**config.mk**
```make
export PLATFORM = sky130hd
export DESIGN_NAME = uart_rx_buf
export DESIGN_NICKNAME = d
export VERILOG_FILES = /design/src/rtl/uart_rx_buf_pkg.sv /design/src/rtl/uart_rx_sync.sv /design/src/rtl/uart_rx_frame.sv /design/src/rtl/uart_rx_queue.sv /design/src/rtl/uart_rx_buf.sv
export SDC_FILE = /design/constraint.sdc
export NUM_CORES = 1
export LEC_CHECK = 0
export BUFFER_PORTS_ARGS = -buffer_cell sky130_fd_sc_hd__buf_4
export CAP_MARGIN = 5
export CORE_MARGIN = 3
export CORE_UTILIZATION = 60
export DETAILED_ROUTE_END_ITERATION = 10
export HOLD_SLACK_MARGIN = 0.12
export PLACE_DENSITY = 0.79
export SYNTH_ARGS = -nofsm -noshare
export SYNTH_HDL_FRONTEND = slang
export SYNTH_HIERARCHICAL = 1
export SYNTH_SLANG_ARGS = --single-unit
```
**constraint.sdc**
```tcl
create_clock -name clk -period 3.3 [get_ports clk]
set_clock_uncertainty 0.15 [all_clocks]
set_input_delay 0.66 -clock clk [delete_from_list [all_inputs] [get_ports clk]]
set_output_delay 0.66 -clock clk [all_outputs]
set_load 0.05 [all_outputs]
```
**src/rtl/uart_rx_buf_pkg.sv**
```systemverilog
package uart_rx_buf_pkg;
  typedef enum logic [1:0] {
    RX_IDLE  = 2'd0,
    RX_START = 2'd1,
    RX_DATA  = 2'd2,
    RX_STOP  = 2'd3
  } rx_state_e;

  function automatic logic vote3(input logic a, input logic b, input logic c);
    return (a & b) | (a & c) | (b & c);
  endfunction
endpackage

```
**src/rtl/uart_rx_sync.sv**
```systemverilog
module uart_rx_sync #(
  parameter int unsigned STAGES = 2
) (
  input  logic clk,
  input  logic rst_n,
  input  logic rxd_i,
  output logic line_o,
  output logic fall_o
);
  // STAGES synchroniser flops plus one history flop for edge detection
  logic [STAGES:0] sh_q;

  always_ff @(posedge clk or negedge rst_n) begin
    if (!rst_n) sh_q <= '1;
    else        sh_q <= {sh_q[STAGES-1:0], rxd_i};
  end

  assign line_o = sh_q[STAGES-1];
  assign fall_o = sh_q[STAGES] & ~sh_q[STAGES-1];
endmodule

```
**src/rtl/uart_rx_frame.sv**
```systemverilog
module uart_rx_frame
  import uart_rx_buf_pkg::*;
#(
  parameter int unsigned DATA_W = 8,
  parameter int unsigned OVS    = 16
) (
  input  logic              clk,
  input  logic              rst_n,
  input  logic              en_i,
  input  logic              tick_i,
  input  logic              line_i,
  input  logic              fall_i,
  input  logic              nine_i,
  output logic              done_o,
  output logic [DATA_W-1:0] data_o,
  output logic              x_o,
  output logic              ferr_o,
  output logic              busy_o
);
  localparam int unsigned CNT_W = $clog2(OVS);
  localparam int unsigned MID   = OVS / 2;
  localparam int unsigned BIT_W = $clog2(DATA_W + 1);

  rx_state_e        state_q;
  logic [CNT_W-1:0] cnt_q;
  logic [BIT_W-1:0] bit_q;
  logic [DATA_W:0]  shf_q;
  logic             s_a_q, s_b_q, nine_q;
  logic             maj;
  logic             bit_end;
  logic             at_vote;
  logic [BIT_W-1:0] last_bit;

  assign maj      = vote3(s_a_q, s_b_q, line_i);
  assign bit_end  = (cnt_q == CNT_W'(OVS - 1));
  assign at_vote  = (cnt_q == CNT_W'(MID + 1));
  assign last_bit = nine_q ? BIT_W'(DATA_W) : BIT_W'(DATA_W - 1);
  assign busy_o   = (state_q != RX_IDLE);

  always_ff @(posedge clk or negedge rst_n) begin
    if (!rst_n) begin
      state_q <= RX_IDLE;
      cnt_q   <= '0;
      bit_q   <= '0;
      shf_q   <= '0;
      s_a_q   <= 1'b1;
      s_b_q   <= 1'b1;
      nine_q  <= 1'b0;
      done_o  <= 1'b0;
      data_o  <= '0;
      x_o     <= 1'b0;
      ferr_o  <= 1'b0;
    end else begin
      done_o <= 1'b0;
      if (!en_i) begin
        state_q <= RX_IDLE;
      end else if (state_q == RX_IDLE) begin
        if (fall_i) begin
          state_q <= RX_START;
          cnt_q   <= '0;
          bit_q   <= '0;
          nine_q  <= nine_i;
        end
      end else if (tick_i) begin
        cnt_q <= bit_end ? '0 : cnt_q + 1'b1;
        if (cnt_q == CNT_W'(MID - 1)) s_a_q <= line_i;
        if (cnt_q == CNT_W'(MID))     s_b_q <= line_i;
        if (at_vote) begin
          unique case (state_q)
            RX_START: if (maj) state_q <= RX_IDLE;
            RX_DATA:  shf_q <= {maj, shf_q[DATA_W:1]};
            RX_STOP: begin
              done_o  <= 1'b1;
              ferr_o  <= ~maj;
              data_o  <= nine_q ? shf_q[DATA_W-1:0] : shf_q[DATA_W:1];
              x_o     <= nine_q & shf_q[DATA_W];
              state_q <= RX_IDLE;
            end
            default: ;
          endcase
        end else if (bit_end) begin
          if (state_q == RX_START) begin
            state_q <= RX_DATA;
            bit_q   <= '0;
          end else if (state_q == RX_DATA) begin
            bit_q <= bit_q + 1'b1;
            if (bit_q == last_bit) state_q <= RX_STOP;
          end
        end
      end
    end
  end
endmodule

```
**src/rtl/uart_rx_queue.sv**
```systemverilog
module uart_rx_queue #(
  parameter int unsigned DATA_W = 8,
  parameter int unsigned DEPTH  = 2
) (
  input  logic                       clk,
  input  logic                       rst_n,
  input  logic                       single_i,
  input  logic                       push_i,
  input  logic [DATA_W-1:0]          push_data_i,
  input  logic                       push_x_i,
  input  logic                       push_ferr_i,
  input  logic                       pop_req_i,
  output logic                       valid_o,
  output logic [DATA_W-1:0]          data_o,
  output logic                       x_o,
  output logic                       ferr_o,
  output logic                       ovr_o,
  output logic [$clog2(DEPTH+1)-1:0] level_o
);
  localparam int unsigned PTR_W = (DEPTH > 1) ? $clog2(DEPTH) : 1;
  localparam int unsigned LVL_W = $clog2(DEPTH + 1);

  logic [DATA_W-1:0] mem_d [DEPTH];
  logic [DEPTH-1:0]  mem_x, mem_f, mem_o;
  logic [PTR_W-1:0]  rd_ptr_q, wr_ptr_q, last_ptr;
  logic [LVL_W-1:0]  level_q, cap, lvl_after;
  logic              pop, accept, drop, full_eff;

  function automatic logic [PTR_W-1:0] nxt(input logic [PTR_W-1:0] p);
    return (p == PTR_W'(DEPTH - 1)) ? '0 : p + 1'b1;
  endfunction

  assign cap       = single_i ? LVL_W'(1) : LVL_W'(DEPTH);
  assign valid_o   = (level_q != '0);
  assign pop       = valid_o & pop_req_i;
  assign lvl_after = level_q - LVL_W'(pop);
  assign full_eff  = (lvl_after >= cap);
  assign accept    = push_i & ~full_eff;
  assign drop      = push_i & full_eff;
  assign last_ptr  = (wr_ptr_q == '0) ? PTR_W'(DEPTH - 1) : wr_ptr_q - 1'b1;

  generate
    for (genvar i = 0; i < DEPTH; i++) begin : g_slot
      always_ff @(posedge clk or negedge rst_n) begin
        if (!rst_n) begin
          mem_d[i] <= '0;
          mem_x[i] <= 1'b0;
          mem_f[i] <= 1'b0;
          mem_o[i] <= 1'b0;
        end else if (accept && wr_ptr_q == PTR_W'(i)) begin
          mem_d[i] <= push_data_i;
          mem_x[i] <= push_x_i;
          mem_f[i] <= push_ferr_i;
          mem_o[i] <= 1'b0;
        end else if (drop && last_ptr == PTR_W'(i)) begin
          mem_o[i] <= 1'b1;
        end
      end
    end
  endgenerate

  always_ff @(posedge clk or negedge rst_n) begin
    if (!rst_n) begin
      rd_ptr_q <= '0;
      wr_ptr_q <= '0;
      level_q  <= '0;
    end else begin
      if (pop)    rd_ptr_q <= nxt(rd_ptr_q);
      if (accept) wr_ptr_q <= nxt(wr_ptr_q);
      level_q <= lvl_after + LVL_W'(accept);
    end
  end

  assign data_o  = mem_d[rd_ptr_q];
  assign x_o     = mem_x[rd_ptr_q];
  assign ferr_o  = mem_f[rd_ptr_q];
  assign ovr_o   = mem_o[rd_ptr_q];
  assign level_o = level_q;
endmodule

```
**src/rtl/uart_rx_buf.sv**
```systemverilog
module uart_rx_buf #(
  parameter int unsigned DATA_W      = 8,
  parameter int unsigned OVS         = 16,
  parameter int unsigned DEPTH       = 2,
  parameter int unsigned SYNC_STAGES = 2
) (
  input  logic              clk,
  input  logic              rst_n,
  input  logic              rxd_i,
  input  logic              rx_en_i,
  input  logic              baud_tick_i,
  input  logic              nine_bit_i,
  input  logic              compat_i,
  output logic              rd_valid_o,
  input  logic              rd_ready_i,
  output logic [DATA_W-1:0] rd_data_o,
  output logic              rd_bit8_o,
  output logic              rd_ferr_o,
  output logic              rd_ovr_o
);
  localparam int unsigned LVL_W = $clog2(DEPTH + 1);

  logic              line_s, fall_s;
  logic              frm_done, frm_x, frm_ferr, frm_busy;
  logic [DATA_W-1:0] frm_data;
  logic [LVL_W-1:0]  q_level;

  uart_rx_sync #(.STAGES(SYNC_STAGES)) u_sync (
    .clk    (clk),
    .rst_n  (rst_n),
    .rxd_i  (rxd_i),
    .line_o (line_s),
    .fall_o (fall_s)
  );

  uart_rx_frame #(.DATA_W(DATA_W), .OVS(OVS)) u_frame (
    .clk    (clk),
    .rst_n  (rst_n),
    .en_i   (rx_en_i),
    .tick_i (baud_tick_i),
    .line_i (line_s),
    .fall_i (fall_s),
    .nine_i (nine_bit_i),
    .done_o (frm_done),
    .data_o (frm_data),
    .x_o    (frm_x),
    .ferr_o (frm_ferr),
    .busy_o (frm_busy)
  );

  uart_rx_queue #(.DATA_W(DATA_W), .DEPTH(DEPTH)) u_queue (
    .clk         (clk),
    .rst_n       (rst_n),
    .single_i    (compat_i),
    .push_i      (frm_done),
    .push_data_i (frm_data),
    .push_x_i    (frm_x),
    .push_ferr_i (frm_ferr),
    .pop_req_i   (rd_ready_i),
    .valid_o     (rd_valid_o),
    .data_o      (rd_data_o),
    .x_o         (rd_bit8_o),
    .ferr_o      (rd_ferr_o),
    .ovr_o       (rd_ovr_o),
    .level_o     (q_level)
  );
endmodule

```
# --- After elaboration in Yosys (flattened, before gate mapping) ---
# Index checks and enable logic that the tools add are counted.
op_classes:
  addsub: 7
  magnitude_cmp: 3
  eq_ne: 17
  n_mux: 45
  n_bitwise: 17
  n_reduce_logical: 19
ops:
  columns: ["cell", "count"]
  rows:
  - ["$mux 4", 11]
  - ["$mux 8", 4]
  - ["$mux 2", 11]
  - ["$mux 1", 18]
  - ["$eq 4x4->1 const B", 3]
  - ["$ne 5x1->1 const B", 2]
  - ["$reduce_and 5->1", 2]
  - ["$reduce_bool 2->1", 5]
  - ["$add 4x1->4 const B", 2]
  - ["$and 1x1->1", 8]
  - ["$reduce_and 4->1", 2]
  - ["$reduce_and 7->1", 1]
  - ["$not 1->1", 6]
  - ["$reduce_and 3->1", 2]
  - ["$reduce_and 6->1", 1]
  - ["$ne 5x4->1 const B", 1]
  - ["$ne 5x5->1 const B", 1]
  - ["$eq 2x2->1 const B", 2]
  - ["$eq 4x3->1 const B", 1]
  - ["$eq 4x4->1", 1]
  - ["$logic_and 1x1->1", 4]
  - ["$ne 2x2->1 const B", 2]
  - ["$ne 4x1->1 const B", 1]
  - ["$pmux 2 s2", 1]
  - ["other kinds (14)", 16]
word_totals:
  regBits: 62
  input_bits: 8
  output_inout_bits: 12
  word_cells: 131

# --- Logic depth before layout (Yosys ltp) ---
logic_depth:
  depth_word: 10
  mapped_depth: 9
  mapped_depth_nobuf: 9

# --- Modules after synthesis ---
# The synthesis kept the hierarchy.
modules_own_cells:
  columns: ["mod", "instances", "cells_per_inst", "area_per_inst_um2", "seq_area_each_um2"]
  rows:
  - ["uart_rx_frame", 1, 157, 1654.1, 828.3]
  - ["uart_rx_queue", 1, 84, 1211.2, 650.6]
  - ["uart_rx_sync", 1, 4, 92.6, 78.8]

# --- Least setup slack after synthesis ---
# OpenSTA, ideal clock, no wires.
synth_timing:
  path_kind: "register to register"
  start: "register u_queue.level_q[0] (netlist: u_queue/level_o[0])"
  end: "register u_queue/mem_d[10] (netlist name)"
  setup_ns: 0.125
  arrival_ns: 2.603
  required_time_ns: 3.025
  setup_slack_ns: 0.422
  path_stages_with_launch: 8
  n_path_buf: 0
  period_less_slack_ns: 2.878
  path_cell_list: "dfrtp_1 -> or2_2 -> and2_1 -> ha_1 -> ha_1 -> nand2b_2 -> a211oi_4 -> mux2_2"
synth_via:
  elab_chain_cells: 7
synth_lines:
  columns: ["element", "line", "rtl"]
  rows:
  - ["from (decl)", "uart_rx_queue.sv:26", "logic [LVL_W-1:0] level_q, cap, lvl_after;"]
  - ["from (signal assigned)", "uart_rx_queue.sv:70", "level_q <= lvl_after + LVL_W'(accept);"]
  - ["$reduce_bool 2->1", "uart_rx_queue.sv:34", "assign valid_o = (level_q != '0);"]
  - ["net rd_valid_o", "uart_rx_buf.sv:14", "output logic rd_valid_o,"]
  - ["$and 1x1->1", "uart_rx_queue.sv:35", "assign pop = valid_o & pop_req_i;"]
  - ["net u_queue.pop", "uart_rx_queue.sv:27", "logic pop, accept, drop, full_eff;"]
  - ["$sub 2x1->2", "uart_rx_queue.sv:36", "assign lvl_after = level_q - LVL_W'(pop);"]
  - ["$ge 2x2->1", "uart_rx_queue.sv:37", "assign full_eff = (lvl_after >= cap);"]
  - ["$not 1->1", "uart_rx_queue.sv:38", "assign accept = push_i & ~full_eff;"]
  - ["$and 1x1->1", "uart_rx_queue.sv:38", null]
  - ["$logic_and 1x1->1", "uart_rx_queue.sv:50", "end else if (accept && wr_ptr_q == PTR_W'(i)) begin"]
  - ["to (signal, indexed assignment)", "uart_rx_queue.sv:51", "mem_d[i] <= push_data_i;"]
  - ["to (decl)", "uart_rx_queue.sv:23", "logic [DATA_W-1:0] mem_d [DEPTH];"]
# The timed path passes the listed nets, and every way through them passes these cells.
# A chain may end at the register's enable or synchronous reset.

# --- Worst setup path in the final report ---
layout_timing:
  start: "register u_queue.level_q[0] (netlist: u_queue/level_o[0])"
  end: "register u_queue/mem_d[13] (netlist name)"
layout_via:
  elab_chain_cells: 7
layout_lines:
  columns: ["element", "line"]
  rows:
  - ["$reduce_bool 2->1", "uart_rx_queue.sv:34"]
  - ["$and 1x1->1", "uart_rx_queue.sv:35"]
  - ["net u_queue.pop", "uart_rx_queue.sv:27"]
  - ["$sub 2x1->2", "uart_rx_queue.sv:36"]
  - ["$ge 2x2->1", "uart_rx_queue.sv:37"]
  - ["$not 1->1", "uart_rx_queue.sv:38"]
  - ["$and 1x1->1", "uart_rx_queue.sv:38"]
  - ["$logic_and 1x1->1", "uart_rx_queue.sv:50"]
# The timed path passes the listed nets, and every way through them passes these cells.

==> impl_metrics.py <==
metrics = {
    "global_route": {
        "grt_pass1_wl_um": 8430,
        "globalRouteTotalUtil": 0.185,
        "grt_max_degree": 63,
        "grt_antenna_before_repair": 0,
        "grt_pass1_vias": 1770,
        "overflow": 0,
    },
    "placed_design": {
        "place.gp.congestion": 0.785,
        "port_buffers": 19,
        "placed_cells": 325,
        "hpwl_um": 3290,
    },
    "clocking": {
        "cts-root-buf": "clkbuf_8",
        "postCtsSetupBuffers": 0,
        "htreeDepth": 3,
        "hold_buffers": 0,
        "clk_latency_ns": 0.34,
        "cts_tree": "done",
        "numCtsBuffers": 9,
        "clockBufferDepth": 2,
        "clk_pin_slew_ns": 0.07,
        "cts_resized": 0,
        "cts.sinks": 62,
    },
    "yosys": {
        "ys_top_cells_by_area": "dfrtp_1, mux2_2, dfstp_2",
        "ys_types": 47,
        "synth_edf_count": 0,
        "yosys_most_used_dff": "dfrtp_1",
        "yosys_register_bits": 62,
        "syn_area_per_cell_sq_um": 12.1,
        "synth_top_area_cell": "dfrtp_1",
        "synth_nets": 261,
        "yosys_warnings": 6,
        "synthArstFlopShare": 1.00,
        "synth_top_area_frac": 0.482,
        "netlist_area_sq_mm": 0.00296,
        "yosysSeqAreaShare": 0.527,
        "synthCells": 245,
    },
    "final_layout": {
        "stdcell_count": 341,
        "nNetsFinal": 287,
        "diodes": 0,
        "n_fill_cell": 316,
        "drive_above_1_share": 0.348,
        "area_delta_synth_final_pct": 15.4,
        "finish.utilization": 0.748,
    },
    "sta": {
        "setup_violations": 0,
        "fin_crit_ns": 2.77,
        "rsz0062_at_grt": "false",
        "hold_viol": 0,
        "fmax_ghz": 0.361,
        "slew_headroom": 0.507,
        "period_share": 0.839,
        "setup-tns-final_ns": 0,
        "final_max_slew_viol_count": 0,
        "tightestPinTransition_ns": 0.739,
    },
    "worst_setup_path": {
        "startpoint_type": "flip-flop",
        "crit_buf_inv": 1,
        "critPathSlowestCell": "dfrtp_1",
        "crit_fanout": 10,
        "cp.arrival_ns": 2.84,
        "regToRegSetupSlack_ns": 0.53,
        "required_ns": 3.37,
        "cp_cell_sequence": "or2_2 -> and2_1 -> ha_1 -> ha_1 -> nand2b_2 -> a211oi_4 -> buf_4 -> mux2_2",
        "r2r-start": "u_queue/level_o[0]",
        "cp_slowest_stage_delay_ns": 0.37,
        "endpoint_kind": "flip-flop",
        "crit_type": "reg2reg",
        "critical_path.top_delay_family": "simple AND/OR/NAND/NOR gates",
        "worstSetupStartpoint": "u_queue/level_o[0]",
        "crit_top_cell": "ha_1",
    },
    "floorplan": {
        "die-area_sq_mm": 0.00581,
        "core_area_sq_mm": 0.00456,
        "fp-row-count": 24,
        "ioPinCount": 20,
        "die_h_um": 76.2,
        "start_util": 0.648,
        "die_x_um": 76.2,
    },
    "detailed_routing": {
        "drc": 0,
        "viasPerCell": 5.45,
        "ant_nets": 0,
        "vias": 1858,
        "wl_per_cell_um": 14.5,
        "wl_um": 4950,
        "firstDrtPassIters": 4,
        "drt_iter0_drc": 81,
    },
    "flow_run": {
        "max-cap-violations": 0,
    },
    "run_status": {
        "status": "finished clean",
    },
    "power": {
        "power_density_mw_per_mm2": 664,
        "ir_worst_vdd_v": 0.000607,
        "leakagePower_nw": 1.63,
    },
    "min_path": {
        "worstHoldStart": "u_sync/sh_q[0]",
        "hold_class": "reg2reg",
    },
}
-- cells in the mapped netlist, types with 2 or more instances --
master / instances
nand3b_1: 3
inv_1: 10
dfrtp_1: 57
nand3_1: 11
dfstp_2: 5
a21oi_1: 15
nor3_1: 4
nand2b_1: 4
nor4b_1: 2
a211oi_4: 2
mux2i_1: 8
o311ai_0: 2
mux2_2: 43
ha_1: 8
clkbuf_1: 3
buf_1: 2
and2_1: 2
o21ai_0: 10
xor2_1: 3
nor2_1: 15
buf_2: 2
nand2_1: 9
-- per-stage QoR --
| stage | total power, mW | hold WS [ns] | setup slack, ns | cell area (sq um) |
|---|---|---|---|---|
| after floorplan | 1.37 | 0.195 | 0.422 | 2960 |
| after global placement | 1.48 | 0.196 | 0.511 | 3180 |
| after detailed placement | 1.49 | 0.197 | 0.466 | 3180 |
| after CTS | 2.29 | 0.207 | 0.536 | 3410 |
| after global routing | 2.40 | 0.210 | 0.386 | 3410 |
| final | 2.27 | 0.206 | 0.532 | 3410 |
-- area by class of cell --
class                      count  area [sq um]  area share
clock buffer                  10           128      0.0374
multi-input combinational    166          1330       0.391
sequential                    62          1560       0.456
clock inverter                 6           110      0.0323
timing repair buffer          22           165      0.0484
inverter                      10          37.5      0.0110
tap                           65          81.3      0.0238
-- worst register-to-register path: cells and delay by family, from the launching register on --
family,cells,cell delay (ns)
buffers and inverters,1,0.23
AO/OA/AOI/OAI,1,0.25
flip-flops,1,0.37
adder cells (fa/ha/maj),2,0.56
multiplexers,1,0.36
AND/OR/NAND/NOR,3,0.73
-- cells in the final DEF (no fill, tap or decap), types with 2 or more instances in the layout --
cell        count
dfrtp_1        57
mux2i_1         8
ha_1            8
clkinvlp_4      2
and2_1          2
nand3b_1        3
mux2_2         43
nor3_1          4
clkbuf_8        9
bufinv_16       3
xor2_1          3
nand2b_1        4
o21ai_0        10
a211oi_4        2
o311ai_0        2
inv_1          10
nor2_1         15
nand2_1         9
nor4b_1         2
dfstp_2         5
buf_4          22
a21oi_1        15
nand3_1        11
-- flip-flops by register name, summed over array words and instances (netlist names) --
| name | count |
|---|---|
| u_frame/x_o | 1 |
| u_frame/state_q | 2 |
| u_frame/data_o | 8 |
| u_frame/bit_q | 4 |
| u_frame/ferr_o | 1 |
| u_frame/done_o | 1 |
| u_queue/wr_ptr_q | 1 |
| u_sync/sh_q | 3 |
| u_frame/s_a_q | 1 |
| u_queue/mem_d | 16 |
| u_frame/nine_q | 1 |
| u_frame/s_b_q | 1 |
| u_queue/rd_ptr_q | 1 |
| u_frame/shf_q | 9 |
| u_queue/mem_x | 2 |
| u_queue/level_o | 2 |
| u_queue/mem_o | 2 |
| u_frame/cnt_q | 4 |
| u_queue/mem_f | 2 |
-- layer usage --
layer / GRT usage / vias up / share of wire
met3: 0.0768 / 5 / 0.048
met4: 0.0489 / 0 / 0.0073
met5: 0 / - / 0
met2: 0.267 / 35 / 0.44
met1: 0.258 / 888 / 0.50
li1: - / 930 / -
-- report_power, final --
group	leakage [nW]	total, mW	switching [mW]	internal, mW
Clock	0.112	0.786	0.286	0.500
Combinational	0.705	0.480	0.255	0.225
Sequential	0.813	1.00	0.159	0.842
-- path summary, 6_finish.rpt --
path | to | depth (start not counted)
max | u_queue/mem_d[13] | 8
min | u_sync/sh_q[1] | 0
max reg2reg | u_queue/mem_d[13] | 8
min reg2reg | u_sync/sh_q[1] | 0
max in group asynchronous | u_frame/cnt_q[3] | 1
min in group asynchronous | u_frame/bit_q[0] | 1
-- cells by family after synthesis --
logic type      after synthesis  share of synthesized area
mux                          52                      0.195
xor+xnor                      4                     0.0118
fa+ha+maj                     9                     0.0372
flops                        62                      0.527
compound gates               39                     0.0884
simple gates                 62                      0.119
buf+inv                      17                     0.0224
(Power assumes the default switching activity.)
